File: src/rtl/tms_pkg.sv
package tms_pkg;

    parameter int NUM_EVT = 10;
    parameter int DW      = 32;

    // status bit positions
    localparam int ST_FAIL = 0;
    localparam int ST_NV   = 1;

    // control bit positions
    localparam int CT_TDC_HL = 30;
    localparam int CT_TDC_SL = 29;
    localparam int CT_KEY_SL = 27;
    localparam int CT_MC_HL  = 20;
    localparam int CT_MC_SL  = 19;
    localparam int CT_TC_HL  = 18;
    localparam int CT_TC_SL  = 17;
    localparam int CT_FS_HL  = 16;
    localparam int CT_TCE    = 3;
    localparam int CT_MCE    = 2;

    localparam logic [DW-1:0] HARD_MASK =
        (32'd1 << CT_TDC_HL) | (32'd1 << CT_MC_HL) |
        (32'd1 << CT_TC_HL)  | (32'd1 << CT_FS_HL);
    localparam logic [DW-1:0] SOFT_MASK =
        (32'd1 << CT_TDC_SL) | (32'd1 << CT_KEY_SL) |
        (32'd1 << CT_MC_SL)  | (32'd1 << CT_TC_SL);
    localparam logic [DW-1:0] LOCK_MASK = HARD_MASK | SOFT_MASK;
    localparam logic [DW-1:0] RW_MASK   = (32'd1 << CT_TCE) | (32'd1 << CT_MCE);

    typedef enum logic [1:0] {
        SEL_CFG  = 2'd0,
        SEL_CTRL = 2'd1,
        SEL_STAT = 2'd2
    } reg_sel_e;

    typedef struct packed {
        logic            en;
        reg_sel_e        sel;
        logic [DW-1:0]   data;
    } wr_req_t;

    typedef struct packed {
        logic nonvalid;
        logic failure;
    } sec_state_t;

    // status bit that reports event i
    function automatic int flag_pos(input int i);
        if (i < 8)       return 16 + i;
        else if (i == 8) return 2;
        else             return 3;
    endfunction

endpackage

File: src/rtl/tms_lock_regs.sv
module tms_lock_regs
    import tms_pkg::*;
(
    input  logic                clk,
    input  logic                bat_rst,
    input  logic                sys_rst,
    input  wr_req_t             wr,
    output logic [NUM_EVT-1:0]  cfg_q,
    output logic [DW-1:0]       ctrl_q
);

    logic cfg_lock;
    logic ctrl_wr;
    logic cfg_wr;

    assign cfg_lock = ctrl_q[CT_TDC_SL] | ctrl_q[CT_TDC_HL];
    assign ctrl_wr  = wr.en && (wr.sel == SEL_CTRL) && !sys_rst;
    assign cfg_wr   = wr.en && (wr.sel == SEL_CFG) && !sys_rst && !cfg_lock;

    always_ff @(posedge clk) begin
        if (bat_rst) begin
            ctrl_q <= '0;
        end else if (sys_rst) begin
            ctrl_q <= ctrl_q & ~SOFT_MASK;
        end else if (ctrl_wr) begin
            ctrl_q <= ((ctrl_q | wr.data) & LOCK_MASK) | (wr.data & RW_MASK);
        end
    end

    always_ff @(posedge clk) begin
        if (bat_rst) begin
            cfg_q <= '0;
        end else if (cfg_wr) begin
            cfg_q <= wr.data[NUM_EVT-1:0];
        end
    end

    // hard locks never drop outside battery reset
    assert_hard_sticky_R9: assert property (@(posedge clk) disable iff (bat_rst)
        !$past(bat_rst) |-> ((($past(ctrl_q) & HARD_MASK) & ~ctrl_q) == '0));

    // configuration holds while a tamper-config lock was set
    assert_cfg_locked_R8: assert property (@(posedge clk) disable iff (bat_rst)
        (!$past(bat_rst) && $past(cfg_lock)) |-> $stable(cfg_q));

endmodule

File: src/rtl/tms_event_latch.sv
module tms_event_latch
    import tms_pkg::*;
(
    input  logic                clk,
    input  logic                bat_rst,
    input  logic [NUM_EVT-1:0]  evt_in,
    input  logic [NUM_EVT-1:0]  evt_en,
    input  logic                clr_ok,
    input  logic [NUM_EVT-1:0]  clr_mask,
    output logic [NUM_EVT-1:0]  flags,
    output logic                hit_any
);

    logic [NUM_EVT-1:0] hit;

    assign hit     = evt_in & evt_en;
    assign hit_any = |hit;

    for (genvar i = 0; i < NUM_EVT; i++) begin : g_flag
        always_ff @(posedge clk) begin
            if (bat_rst) begin
                flags[i] <= 1'b0;
            end else if (hit[i]) begin
                flags[i] <= 1'b1;
            end else if (clr_ok && clr_mask[i]) begin
                flags[i] <= 1'b0;
            end
        end

        // a flag only drops through a permitted clear
        assert_flag_clear_R11: assert property (@(posedge clk) disable iff (bat_rst)
            (!$past(bat_rst) && $fell(flags[i])) |-> $past(clr_ok));
    end

endmodule

File: src/rtl/tms_state.sv
module tms_state
    import tms_pkg::*;
(
    input  logic        clk,
    input  logic        bat_rst,
    input  logic        sys_rst,
    input  logic        hit_any,
    input  logic        stat_wr,
    input  logic        wr_fail,
    input  logic        wr_nv,
    input  logic        tdc_hl,
    input  logic        fs_hl,
    output sec_state_t  st,
    output logic        clr_flags_ok
);

    logic fail_clr;
    logic fail_nxt;
    logic nv_clr;

    assign fail_clr     = stat_wr && wr_fail && st.nonvalid && !fs_hl && !hit_any;
    assign fail_nxt     = hit_any || (st.failure && !fail_clr);
    assign nv_clr       = stat_wr && wr_nv && !fail_nxt;
    assign clr_flags_ok = stat_wr && st.nonvalid;

    always_ff @(posedge clk) begin
        if (bat_rst) begin
            st.nonvalid <= 1'b1;
            st.failure  <= 1'b0;
        end else if (sys_rst) begin
            st.failure  <= st.failure | hit_any;
            st.nonvalid <= st.nonvalid | (st.failure & ~tdc_hl);
        end else begin
            st.failure  <= fail_nxt;
            st.nonvalid <= st.nonvalid & ~nv_clr;
        end
    end

    // failure only rises after a qualified event
    assert_fail_cause_R2: assert property (@(posedge clk) disable iff (bat_rst)
        (!$past(bat_rst) && $rose(st.failure)) |-> $past(hit_any));

    // failure only falls from recoverable state without hard lock
    assert_fail_clear_R4: assert property (@(posedge clk) disable iff (bat_rst)
        (!$past(bat_rst) && $fell(st.failure)) |-> ($past(st.nonvalid) && !$past(fs_hl)));

    // non-valid is cleared last
    assert_nv_last_R7: assert property (@(posedge clk) disable iff (bat_rst)
        (!$past(bat_rst) && $fell(st.nonvalid)) |-> !st.failure);

    // system reset never restores non-valid under the tamper-config hard lock
    assert_nv_hardlock_R6: assert property (@(posedge clk) disable iff (bat_rst)
        (!$past(bat_rst) && $rose(st.nonvalid)) |-> !$past(tdc_hl));

endmodule

File: src/rtl/tamper_sec_fsm.sv
module tamper_sec_fsm
    import tms_pkg::*;
(
    input  logic                clk,
    input  logic                bat_rst,
    input  logic                sys_rst,
    input  logic [NUM_EVT-1:0]  tamper_evt,
    input  logic                wr_en,
    input  logic [1:0]          wr_sel,
    input  logic [DW-1:0]       wr_data,
    output logic [NUM_EVT-1:0]  cfg_q,
    output logic [DW-1:0]       ctrl_q,
    output logic [DW-1:0]       stat_q,
    output logic                freeze,
    output logic                viol_irq
);

    wr_req_t             wr;
    sec_state_t          st;
    logic [NUM_EVT-1:0]  flags;
    logic [NUM_EVT-1:0]  clr_mask;
    logic                hit_any;
    logic                stat_wr;
    logic                clr_flags_ok;

    assign wr.en   = wr_en;
    assign wr.sel  = reg_sel_e'(wr_sel);
    assign wr.data = wr_data;

    assign stat_wr = wr_en && (wr.sel == SEL_STAT) && !sys_rst;

    always_comb begin
        for (int i = 0; i < NUM_EVT; i++) begin
            clr_mask[i] = wr_data[flag_pos(i)];
        end
    end

    tms_lock_regs u_locks (
        .clk     (clk),
        .bat_rst (bat_rst),
        .sys_rst (sys_rst),
        .wr      (wr),
        .cfg_q   (cfg_q),
        .ctrl_q  (ctrl_q)
    );

    tms_event_latch u_events (
        .clk      (clk),
        .bat_rst  (bat_rst),
        .evt_in   (tamper_evt),
        .evt_en   (cfg_q),
        .clr_ok   (clr_flags_ok),
        .clr_mask (clr_mask),
        .flags    (flags),
        .hit_any  (hit_any)
    );

    tms_state u_state (
        .clk          (clk),
        .bat_rst      (bat_rst),
        .sys_rst      (sys_rst),
        .hit_any      (hit_any),
        .stat_wr      (stat_wr),
        .wr_fail      (wr_data[ST_FAIL]),
        .wr_nv        (wr_data[ST_NV]),
        .tdc_hl       (ctrl_q[CT_TDC_HL]),
        .fs_hl        (ctrl_q[CT_FS_HL]),
        .st           (st),
        .clr_flags_ok (clr_flags_ok)
    );

    always_comb begin
        stat_q = '0;
        for (int i = 0; i < NUM_EVT; i++) begin
            stat_q[flag_pos(i)] = flags[i];
        end
        stat_q[ST_NV]   = st.nonvalid;
        stat_q[ST_FAIL] = st.failure;
    end

    assign freeze   = st.failure;
    assign viol_irq = st.failure;

endmodule

File: config.mk
export PLATFORM = sky130hd
export DESIGN_NAME = tamper_sec_fsm
export DESIGN_NICKNAME = d
export VERILOG_FILES = /design/src/rtl/tms_pkg.sv /design/src/rtl/tms_lock_regs.sv /design/src/rtl/tms_event_latch.sv /design/src/rtl/tms_state.sv /design/src/rtl/tamper_sec_fsm.sv
export SDC_FILE = /design/constraint.sdc
export NUM_CORES = 1
export LEC_CHECK = 0
export CORE_ASPECT_RATIO = 2
export CORE_MARGIN = 4
export CORE_UTILIZATION = 55
export CTS_CLUSTER_SIZE = 24
export DETAILED_ROUTE_END_ITERATION = 12
export DONT_BUFFER_PORTS = 1
export PLACE_DENSITY = 0.71
export SLEW_MARGIN = 20
export SYNTH_ARGS = -nofsm -noshare
export SYNTH_HDL_FRONTEND = slang
export SYNTH_HIERARCHICAL = 1
export SYNTH_SLANG_ARGS = --single-unit
File: constraint.sdc
create_clock -name clk -period 1.6 [get_ports clk]
set_input_delay 0.24 -clock clk [delete_from_list [all_inputs] [get_ports clk]]
set_output_delay 0.24 -clock clk [all_outputs]
set_load 0.02 [all_outputs]
==> results by group, run 1 <==
Status
  – Outcome: complete, no violations

Pwr
  – Leakage power: 0.705 nW
  – Power density cells: 1080 nW/um^2
  – P_sw: 0.442 mW
  – Internal: 1.41 mW
  – Part of the power in registers: 45.3%
  – Switching Share: 23.9%
  – Clock power share: 44.7%
  – Combinational Power Share: 10.0%
  – Max VDD drop: 715 uV
  – Design Power: 1.85 mW

Synthesis
  – Sequential element share of the synthesized area: 38.4%
  – Main area contributors after synthesis: dfxtp_1 (38%), buf_4 (20%), nand2b_1 (8.2%)
  – Synth Warn #: 6
  – Yosys cell types: 26
  – Syn_area_per_cell: 8.93 sq um
  – Netlist Area Pre-Place: 1670 sq um
  – Register bit count reported by yosys: 32
  – Yosys top cell area share: 38.4%
  – Post-Synthesis Cells: 187
  – Leading area contributor after synthesis: dfxtp_1

CTS
  – Reg clk slew, reported paths: 0.07 ns
  – CTS tree: done
  – Num CTS Buffers: 5
  – Post-CTS resize count: 0
  – Htree depth: 2
  – Post-CTS setup buffer count: 0
  – Clock root buffer: clkbuf_8
  – Clk sink count: 32
  – Clk_lat worst skew: 0.28 ns
  – Hold-fix buffers, CTS: 0
  – Longest Clk Path Bufs: 2

Setup path
  – Worst-path maximum fanout: 2
  – CP Capture Type: register
  – FF-to-FF End: u_state/st[1]
  – Startpoint Class: register
  – Reg2Reg Depth: 5
  – Slowest CP cell: a2111oi_2
  – Crit path from: u_locks/cfg_q[4]
  – FF-to-FF Start: u_locks/cfg_q[4]
  – R2R setup slack: 0.10 ns
  – Capture point of the critical path: u_state/st[1]
  – Critical-path cell list: a22o_1 > a221oi_2 > nand4_1 > a2111oi_2 > o21bai_1
  – CP required: 1.76 ns
  – Slowest Stage Delay on Critical Path: 0.37 ns
  – Critical path type: reg -> reg
  – CP arrival: 1.66 ns

Floorplanning
  – Initial Util: 56.8%
  – Core area: 2940 sq um
  – I/O Pins: 124
  – Die H: 85.9 um
  – Die ar.: 4040 sq um
  – # rows: 28
  – DIE WIDTH: 47.0 um

Detailed routing
  – 1st-pass router iterations: 4
  – WL per Instance: 15.8 um
  – ANT nets after route: 0
  – Drt via density: 5.37
  – Iter 0 DRT Violations: 37
  – Vias after detailed routing: 1219
  – # DRC: 0
  – Total wire length: 3.59 mm

Global routing
  – Total GRT Usage: 18.0%
  – Largest net degree at the start of global routing: 43
  – Antenna violations before repair: 0
  – GRT overflow: 0
  – Vias in the first global route: 1217
  – First-pass GRT wire length: 5.38 mm

Place
  – Port buffer count: 0
  – Dpl hpwl: 2.88 mm
  – Placed cell area: 1580 sq um
  – Routability congestion estimate: 0.749

Finish
  – Share of layout cells above drive strength 1: 12.2%
  – Area Growth Syn to Fin: 2.32%
  – Final net count: 244
  – Diodes inserted: 0
  – # fillers: 268
  – Design area: 1710 sq um

STA
  – Final max-slew violation count: 0
  – Clock Skews: 0.00342 ns
  – F_max: 668 MHz
  – Post-route setup TNS: 0 ns
  – Final Cycle Share: 93.6%
  – Final Hold Fails: 0
  – # setup viols final: 0
  – Post-layout min period: 1.50 ns
  – RSZ-0062 raised after global routing: no

Flow run
  – Max Cap Viol: 0

Min path
  – Hold Crit Class: in -> reg
-- kinds of logic (layout without fill, tap and decap cells) --
family	Yosys count	after routing	synth area share, %
multiplexers	12	12	7.19
other	2	42	0.450
AND/OR/NAND/NOR	59	59	19.0
AO/OA/AOI/OAI	28	28	12.0
buffers and inverters	54	24	23.0
flip-flops	32	32	38.4
-- worst max-delay path: cells and delay by family, from the launching register on --
| family | cells | cell delay [ns] |
|---|---|---|
| simple gates | 1 | 0.17 |
| flops | 1 | 0.32 |
| compound gates | 4 | 0.90 |
-- cell type report --
| class | instances | area, sq um | share of cell area (%) |
|---|---|---|---|
| clock buffer | 7 | 96.3 | 5.64 |
| sequential | 32 | 641 | 37.5 |
| timing repair buffer | 13 | 97.6 | 5.71 |
| tap | 30 | 37.5 | 2.20 |
| inverter | 3 | 11.3 | 0.659 |
| clock inverter | 1 | 30.0 | 1.76 |
| multi-input combinational | 141 | 796 | 46.6 |
-- metrics by stage --
| stage | setup WS [ns] | hold WS, ns | std cells | util [%] |
|---|---|---|---|---|
| 2_1_floorplan | 0.152 | 0.309 | 227 | - |
| 3_3_place_gp | 0.137 | 0.314 | 219 | 53.8 |
| 3_5_place_dp | 0.0724 | 0.315 | 219 | 53.8 |
| 4_1_cts | 0.0689 | 0.0195 | 227 | 58.1 |
| 5_1_grt | 0.0368 | 0.0164 | 227 | 58.1 |
| 6_report | 0.102 | 0.0309 | 227 | 58.1 |
-- state kept, by name (all words and copies together), names as in the netlist --
register        count
u_events/flags     10
u_locks/cfg_q      10
u_locks/ctrl_q     10
u_state/st          2
-- worst min-delay path by stage --
stage | startpoint | endpoint | slack, ns | cells after the start
global placement | bat_rst | u_state/st[0] | 0.31 | 1
CTS | bat_rst | u_state/st[0] | 0.02 | 1
finish | sys_rst | u_locks/ctrl_q[19] | 0.03 | 1
floorplan | bat_rst | u_state/st[0] | 0.31 | 1
global route | bat_rst | u_state/st[0] | 0.02 | 1
detailed placement | bat_rst | u_state/st[0] | 0.31 | 1
-- placed cells by master (no fill, tap or decap), drive strengths merged --
cell type / n
nor2: 16
a31oi: 1
a2111oi: 1
mux2i: 12
nand3b: 1
clkbuf: 7
dfxtp: 32
a221oi: 1
and4bb: 3
and2: 1
a21oi: 9
nor3: 5
a22oi: 13
conb: 42
nand4: 1
o21bai: 1
o21ai: 1
a22o: 1
nand2b: 22
nand2: 10
bufinv: 1
buf: 13
inv: 3
-- synth_stat cells --
cell type / count
and4bb_2: 1
a21oi_1: 9
buf_2: 1
a22o_1: 1
a22oi_1: 13
and2_1: 1
buf_4: 44
buf_1: 1
conb_1: 2
nand4_1: 1
nor3_1: 5
and4bb_1: 2
dfxtp_1: 32
nand3b_1: 1
nand2_1: 10
nand2b_1: 22
a221oi_2: 1
buf_6: 2
nor2_1: 16
o21ai_0: 1
clkbuf_1: 3
inv_1: 3
a2111oi_2: 1
mux2i_1: 12
o21bai_1: 1
a31oi_1: 1
-- power groups by stage --
stage               clock, mW  combinational (mW)  sequential (mW)
detailed placement          0               0.182            0.857
global placement            0               0.179            0.856
CTS                     0.850               0.183            0.839
finish                  0.827               0.185            0.839
floorplan                   0               0.246            0.863
global route            0.883               0.200            0.840
-- layer usage --
metal / track usage, % / routed length [um]
met5: 0 / 0
met4: 9.07 / 95
met3: 6.51 / 401
met2: 31.6 / 2050
met1: 16.8 / 1040
(Power assumes the default switching activity.)
==> inputs of run 2 (changes only) <==
Settings changed: GPL_TIMING_DRIVEN set to 0, PLACE_DENSITY 0.71 to 0.74, SYNTH_HIERARCHICAL 1 to unset.
Clock period 1.6 ns to 1.2 ns, I/O delays scaled along.
==> results by group, run 2 <==
Floorplanning
  – Die ar.: 4100 sq um (+1.5%)
  – Initial Util: 57.1% (+0.30 points)
  – # rows: 28 (unchanged)
  – Die H: 86.6 um (+0.78%)
  – Core area: 2980 sq um (+1.2%)
  – DIE WIDTH: 47.3 um (+0.71%)
  – I/O Pins: 124 (unchanged)

CTS
  – Reg clk slew, reported paths: 0.07 ns (about the same)
  – Clk sink count: 32 (unchanged)
  – Htree depth: 2 (unchanged)
  – Clock root buffer: clkbuf_8
  – Clk_lat worst skew: 0.28 ns (about the same)
  – Num CTS Buffers: 5 (unchanged)
  – Post-CTS setup buffer count: 0 (unchanged)
  – CTS tree: done
  – Hold-fix buffers, CTS: 0 (unchanged)
  – Longest Clk Path Bufs: 2 (unchanged)

Finish
  – Final Non-Filler Cells: 277 (+22%)
  – Share of layout cells above drive strength 1: 32.0% (+20 points)
  – Most common cell after layout, fill and taps aside: buf_4
  – Multi-input logic area: 790 sq um (-0.79%)
  – # fillers: 269 (+0.37%)
  – Design area: 2010 sq um (+18%)
  – Commonest non-fill, non-tap cells in the layout: buf_4 (46), conb_1 (42), a21oi_1 (28), dfxtp_1 (27)
  – Final core utilization: 67.6% (+9.6 points)
  – Regs by FF count: u_events.flags (10), u_locks.cfg_q (10), u_locks.ctrl_q (10)
  – Register area: 649 sq um (+1.4%)
  – Diodes inserted: 0 (unchanged)
  – Area Growth Syn to Fin: 18.6%
  – Final net count: 294 (+20%)

Detailed routing
  – Drt via density: 5.03 (-6.4%)
  – # DRC: 0 (unchanged)
  – Iter 0 DRT Violations: 20 (-46%)
  – 1st-pass router iterations: 4 (unchanged)
  – Total wire length: 4.08 mm (+14%)
  – ANT nets after route: 0 (unchanged)
  – WL per Instance: 14.7 um (-6.8%)
  – Vias after detailed routing: 1392 (+14%)

Setup path
  – FF-to-FF Start: u_locks.ctrl_q[30]
  – Critical path type: reg -> reg
  – Worst-path maximum fanout: 6 (+4)
  – Crit-path leading delay family: simple AND/OR/NAND/NOR gates
  – Startpoint Class: register
  – CP arrival: 1.30 ns (-0.36 ns)
  – CP Capture Type: register
  – CP required: 1.35 ns (-0.41 ns)
  – R2R setup slack: 0.05 ns (-0.05 ns)
  – CP Buf/Inv Count: 0 (unchanged)
  – Slowest Stage Delay on Critical Path: 0.43 ns (+0.06 ns)
  – Slowest CP cell: or3_4
  – Critical-path cell list: or3_4 > o21ai_0 > a21oi_1
  – Crit path from: u_locks.ctrl_q[30]

STA
  – Final Hold Fails: 0 (unchanged)
  – Final worst slack: 0.0514 ns (-0.0511 ns)
  – Hold_ws: 0.0373 ns (+0.00640 ns)
  – Post-layout min period: 1.15 ns (-0.349 ns)
  – Final Cycle Share: 95.7% (+2.1 points)
  – RSZ-0062 raised after global routing: no
  – F_max: 871 MHz (+30%)
  – Final max-slew violation count: 0 (unchanged)
  – Clock Skews: 0.00721 ns (+0.00378 ns)
  – Post-route setup TNS: 0 ns (unchanged)
  – # setup viols final: 0 (unchanged)
  – Slew @ Worst Pin: 0.637 ns
  – Relative slew slack: 57.3%

Status
  – Outcome: complete, no violations

Pwr
  – Leakage power: 0.897 nW (+27%)
  – Power density cells: 1180 nW/um^2 (+9.0%)
  – Design Power: 2.38 mW (+28%)
  – Max VDD drop: 1020 uV (+43%)

Place
  – Placed cells: 269 (+23%)
  – Routability congestion estimate: 0.763 (+1.8%)
  – Placed cell area: 1900 sq um (+20%)
  – Port buffer count: 0 (unchanged)
  – Dpl hpwl: 3.29 mm (+14%)
  – Dpl ws: -0.148 ns (-0.220 ns)

Synthesis
  – Post-Synthesis Cells: 198 (+5.9%)
  – Syn_area_per_cell: 8.58 sq um (-3.9%)
  – Asr flop ratio synth: 0% (unchanged)
  – Sequential element share of the synthesized area: 37.7% (-0.65 points)
  – Commonest cells in the netlist: buf_4 (46), dfxtp_1 (32), a21oi_1 (28)
  – Yosys top cell area share: 37.7% (-0.65 points)
  – Most numerous cell in the Yosys netlist: buf_4
  – Register bit count reported by yosys: 32 (unchanged)
  – Main area contributors after synthesis: dfxtp_1 (38%), buf_4 (20%), a21oi_1 (8.2%)
  – Post-synth EDFFs: 0 (unchanged)
  – Netlist Area Pre-Place: 1700 sq um (+1.7%)
  – Synth Warn #: 0 (-6)
  – Leading area contributor after synthesis: dfxtp_1
  – Main synth FF type: dfxtp_1
  – Yosys cell types: 28 (+7.7%)

Global routing
  – Antenna violations before repair: 0 (unchanged)
  – Vias in the first global route: 1378 (+13%)
  – First-pass GRT wire length: 6.08 mm (+13%)
  – GRT overflow: 0 (unchanged)
  – Largest net degree at the start of global routing: 11 (-74%)
  – Total GRT Usage: 20.6% (+2.6 points)

Min path
  – HP Start: wr_data[8]
  – Hold Crit Class: in -> reg

Flow run
  – Max Cap Viol: 0 (unchanged)
## run 2: changes by cell type after synthesis, moves of 9 or more
cell / previous run / this run
mux2i_1: 12 / 2
inv_1: 3 / 12
nand3_1: 0 / 10
a21oi_1: 9 / 28
o21ai_0: 1 / 10
nor2_1: 16 / 6
nand2b_1: 22 / 0
a22oi_1: 13 / 2
o31ai_2: 0 / 10
## run 2: where the power goes
group	total, mW	internal [mW]	switching (mW)
registers	1.13	1.08	0.0486
logic	0.395	0.154	0.241
clock network	0.851	0.457	0.394
## run 2: final timing paths
kind,end,depth (start not counted)
setup / recovery,u_locks.cfg_q[8],3
hold / removal,u_locks.cfg_q[8],2
setup reg to reg,u_locks.cfg_q[8],3
hold reg to reg,u_locks.ctrl_q[16],2
## run 2: layout make-up
cell class              instances  area share, %
plain buffers                  55           19.9
flip-flops and latches         32           32.2
inverters                      12           2.24
clock buffers                   6           4.10
multi-input cells             140           39.2
well taps                      30           1.86
clock inverters                 2          0.497
## run 2: timing repair
action | CTS | global route
gates resized for setup | 5 | 12
setup endpoints to repair | 23 | 16
pin swaps | 1 | 3
gates cloned | 0 | 1
## run 2: metal layers
layer | track usage, % | up-vias | part of all wire (%)
met3 | 7.07 | 8 | 11
met2 | 36.3 | 76 | 54
met5 | 0 | - | 0
li1 | - | 692 | -
met1 | 19.6 | 616 | 32
met4 | 9.82 | 0 | 2.3
## run 2: kinds of logic after synthesis
logic type      after synthesis  share of synthesized area (%)
compound gates               55                           22.1
buf+inv                      68                           26.2
flops                        32                           37.7
mux                           2                           1.18
other cells                   1                          0.221
simple gates                 40                           12.6
==> inputs of run 3 (changes only) <==
Settings changed: ABC_AREA set to 1.
==> results by group, run 3 <==
Status
  – Outcome: complete, no violations

Setup path
  – CP most frequent cell: nor2_1
  – CP arrival: 1.38 ns (+0.08 ns)
  – Slowest CP cell: dfxtp_2
  – CP Capture Type: register
  – FF-to-FF Start: u_locks.ctrl_q[30]
  – Reg2Reg Depth: 6 (+3)
  – Crit-path leading delay family: simple AND/OR/NAND/NOR gates
  – Critical-path cell list: nor3_4 > nand2_2 > inv_2 > clkbuf_16 > nor2_1 > nor2_1
  – Critical path type: reg -> reg
  – Worst-path maximum fanout: 5 (-1)
  – Slowest Stage Delay on Critical Path: 0.34 ns (-0.09 ns)
  – Crit path depth: 6 (+3)
  – Startpoint Class: register
  – CP required: 1.42 ns (+0.07 ns)
  – CP Buf/Inv Count: 2 (+2)
  – FF-to-FF End: u_locks.cfg_q[4]
  – R2R setup slack: 0.04 ns (about the same)

Synthesis
  – Yosys top cell area share: 40.1% (+2.4 points)
  – Syn_area_per_cell: 7.53 sq um (-12%)
  – Main synth FF type: dfxtp_1
  – Register bit count reported by yosys: 32 (unchanged)
  – Yosys cell types: 19 (-32%)
  – Synth Warn #: 0 (unchanged)
  – Netlist Area Pre-Place: 1600 sq um (-6.0%)
  – Commonest cells in the netlist: buf_4 (46), dfxtp_1 (32), nor2_1 (30)
  – Post-Synthesis Cells: 212 (+7.1%)
  – Leading area contributor after synthesis: dfxtp_1
  – Sequential element share of the synthesized area: 40.1% (+2.4 points)
  – Asr flop ratio synth: 0% (unchanged)
  – Main area contributors after synthesis: dfxtp_1 (40%), buf_4 (22%), nor2_1 (7.1%)
  – Post-synth EDFFs: 0 (unchanged)
  – Most numerous cell in the Yosys netlist: buf_4

Global routing
  – Vias in the first global route: 1242 (-9.9%)
  – Largest net degree at the start of global routing: 11 (unchanged)
  – Antenna violations before repair: 0 (unchanged)
  – GRT overflow: 0 (unchanged)
  – First-pass GRT wire length: 5.70 mm (-6.2%)
  – Total GRT Usage: 20.4% (-0.22 points)

Flow run
  – Max Cap Viol: 0 (unchanged)

STA
  – Final Cycle Share: 96.8% (+1.0 points)
  – Post-route setup TNS: 0 ns (unchanged)
  – F_max: 861 MHz (-1.1%)
  – Final max-slew violation count: 0 (unchanged)
  – Post-layout min period: 1.16 ns (+0.0125 ns)
  – Final Hold Fails: 0 (unchanged)
  – Clock Skews: 0.00348 ns (-0.00373 ns)
  – Hold_ws: 0.0242 ns (-0.0132 ns)
  – # setup viols final: 0 (unchanged)
  – RSZ-0062 raised after global routing: yes

Pwr
  – Power density cells: 1190 nW/um^2 (+1.2%)
  – Leakage power: 1.01 nW (+12%)
  – Max VDD drop: 1370 uV (+34%)

Floorplanning
  – Core area: 2770 sq um (-7.0%)
  – DIE WIDTH: 46.1 um (-2.5%)
  – Die H: 84.2 um (-2.8%)
  – Initial Util: 57.6% (+0.57 points)
  – I/O Pins: 124 (unchanged)
  – Die ar.: 3880 sq um (-5.3%)
  – # rows: 27 (-3.6%)

Detailed routing
  – Vias after detailed routing: 1362 (-2.2%)
  – ANT nets after route: 0 (unchanged)
  – Drt via density: 4.63 (-7.8%)
  – # DRC: 0 (unchanged)
  – WL per Instance: 13.4 um (-8.8%)
  – Total wire length: 3.95 mm (-3.2%)
  – 1st-pass router iterations: 4 (unchanged)
  – Iter 0 DRT Violations: 18 (-10%)

CTS
  – Num CTS Buffers: 5 (unchanged)
  – Longest Clk Path Bufs: 2 (unchanged)
  – CTS tree: done
  – Htree depth: 2 (unchanged)
  – Reg clk slew, reported paths: 0.06 ns (about the same)
  – Clk sink count: 32 (unchanged)
  – Clock root buffer: clkbuf_8
  – Clk_lat worst skew: 0.28 ns (about the same)

Min path
  – Hold path depth: 2 (unchanged)
  – Hold Crit Class: in -> reg
  – HP Start: wr_data[29]
  – Hold Crit Endpoint: u_locks.ctrl_q[29]

Finish
  – Diodes inserted: 0 (unchanged)
  – Area Growth Syn to Fin: 25.8%
  – Share of layout cells above drive strength 1: 32.5% (+0.47 points)
  – Most common cell after layout, fill and taps aside: buf_4
  – Final net count: 312 (+6.1%)
  – Regs by FF count: u_events.flags (10), u_locks.cfg_q (10), u_locks.ctrl_q (10)
  – Commonest non-fill, non-tap cells in the layout: buf_4 (47), conb_1 (42), nor2_1 (25), nand2_1 (23), dfxtp_1 (21)

Place
  – Routability congestion estimate: 0.786 (+3.0%)
  – Port buffer count: 0 (unchanged)
  – Dpl hpwl: 3.11 mm (-5.5%)
## run 3: cell types whose count changed in the layout (fill, tap and decap cells not counted), sizes merged, moves of 3 or more
cell	before	now
nor3	5	2
o31ai	10	0
nor2	6	33
o21a	0	5
o21ai	10	17
inv	12	17
nand3	10	7
buf	51	48
a21oi	28	16
nand2	12	31
## run 3: through the flow
stage | std cells | total power, mW | util (%) | area [sq um] | worst slack (ns)
after CTS | 292 | 2.40 | 68.9 | 1910 | 0.0256
final | 294 | 2.40 | 72.5 | 2010 | 0.0389
after floorplan | 253 | 1.52 | - | 1750 | 0.0734
after global placement | 282 | 1.55 | 64.5 | 1790 | -0.149
after global routing | 294 | 2.50 | 72.5 | 2010 | -0.0298
after detailed placement | 282 | 1.55 | 64.5 | 1790 | -0.178
## run 3: repair_timing
action	4_1_cts	5_1_grt
pin swaps	2	17
setup endpoints to repair	18	15
cloned	1	1
resized for setup	7	32
hold buffers	1	0
setup buffers	0	1
hold endpoints to repair	2	0
## run 3: cell families (layout without fill, tap and decap cells)
kind of cell           after synthesis  count (layout)  share of synthesized area, %
AND/OR/NAND/NOR                     73              74                          19.4
buffers and inverters               67              78                          27.0
AO/OA/AOI/OAI                       39              39                          13.2
flip-flops                          32              32                          40.1
other                                1              42                         0.235
## run 3: worst max-delay path by stage
stage                  startpoint                end  slack, ns
2_1_floorplan       u_state.st[1]  u_events.flags[0]       0.07
3_3_place_gp        u_state.st[1]  u_events.flags[4]      -0.15
3_5_place_dp        u_state.st[1]  u_events.flags[0]      -0.18
4_1_cts          u_locks.cfg_q[8]      u_state.st[1]       0.03
5_1_grt        u_locks.ctrl_q[30]   u_locks.cfg_q[9]      -0.03
6_report       u_locks.ctrl_q[30]   u_locks.cfg_q[4]       0.04
## run 3: area by class of cell
class | count | area, sq um
plain buffers | 50 | 375
clock buffers | 8 | 90.1
fillers | 251 | 762
inverters | 17 | 63.8
multi-input cells | 155 | 736
flip-flops and latches | 32 | 664
well taps | 29 | 36.3
repair buffers | 3 | 42.5
## run 3: power by group
| part | internal [mW] | switching, mW | leakage [nW] |
|---|---|---|---|
| Sequential | 1.09 | 0.0673 | 0.265 |
| Combinational | 0.160 | 0.241 | 0.697 |
| Clock | 0.467 | 0.373 | 0.0455 |
## run 3: layer usage
metal	GRT usage [%]	vias to the layer above	share of wire [%]
met1	18.0	577	30
met5	0	-	0
li1	-	687	-
met2	34.8	83	53
met3	9.23	15	13
met4	11.9	0	3.5
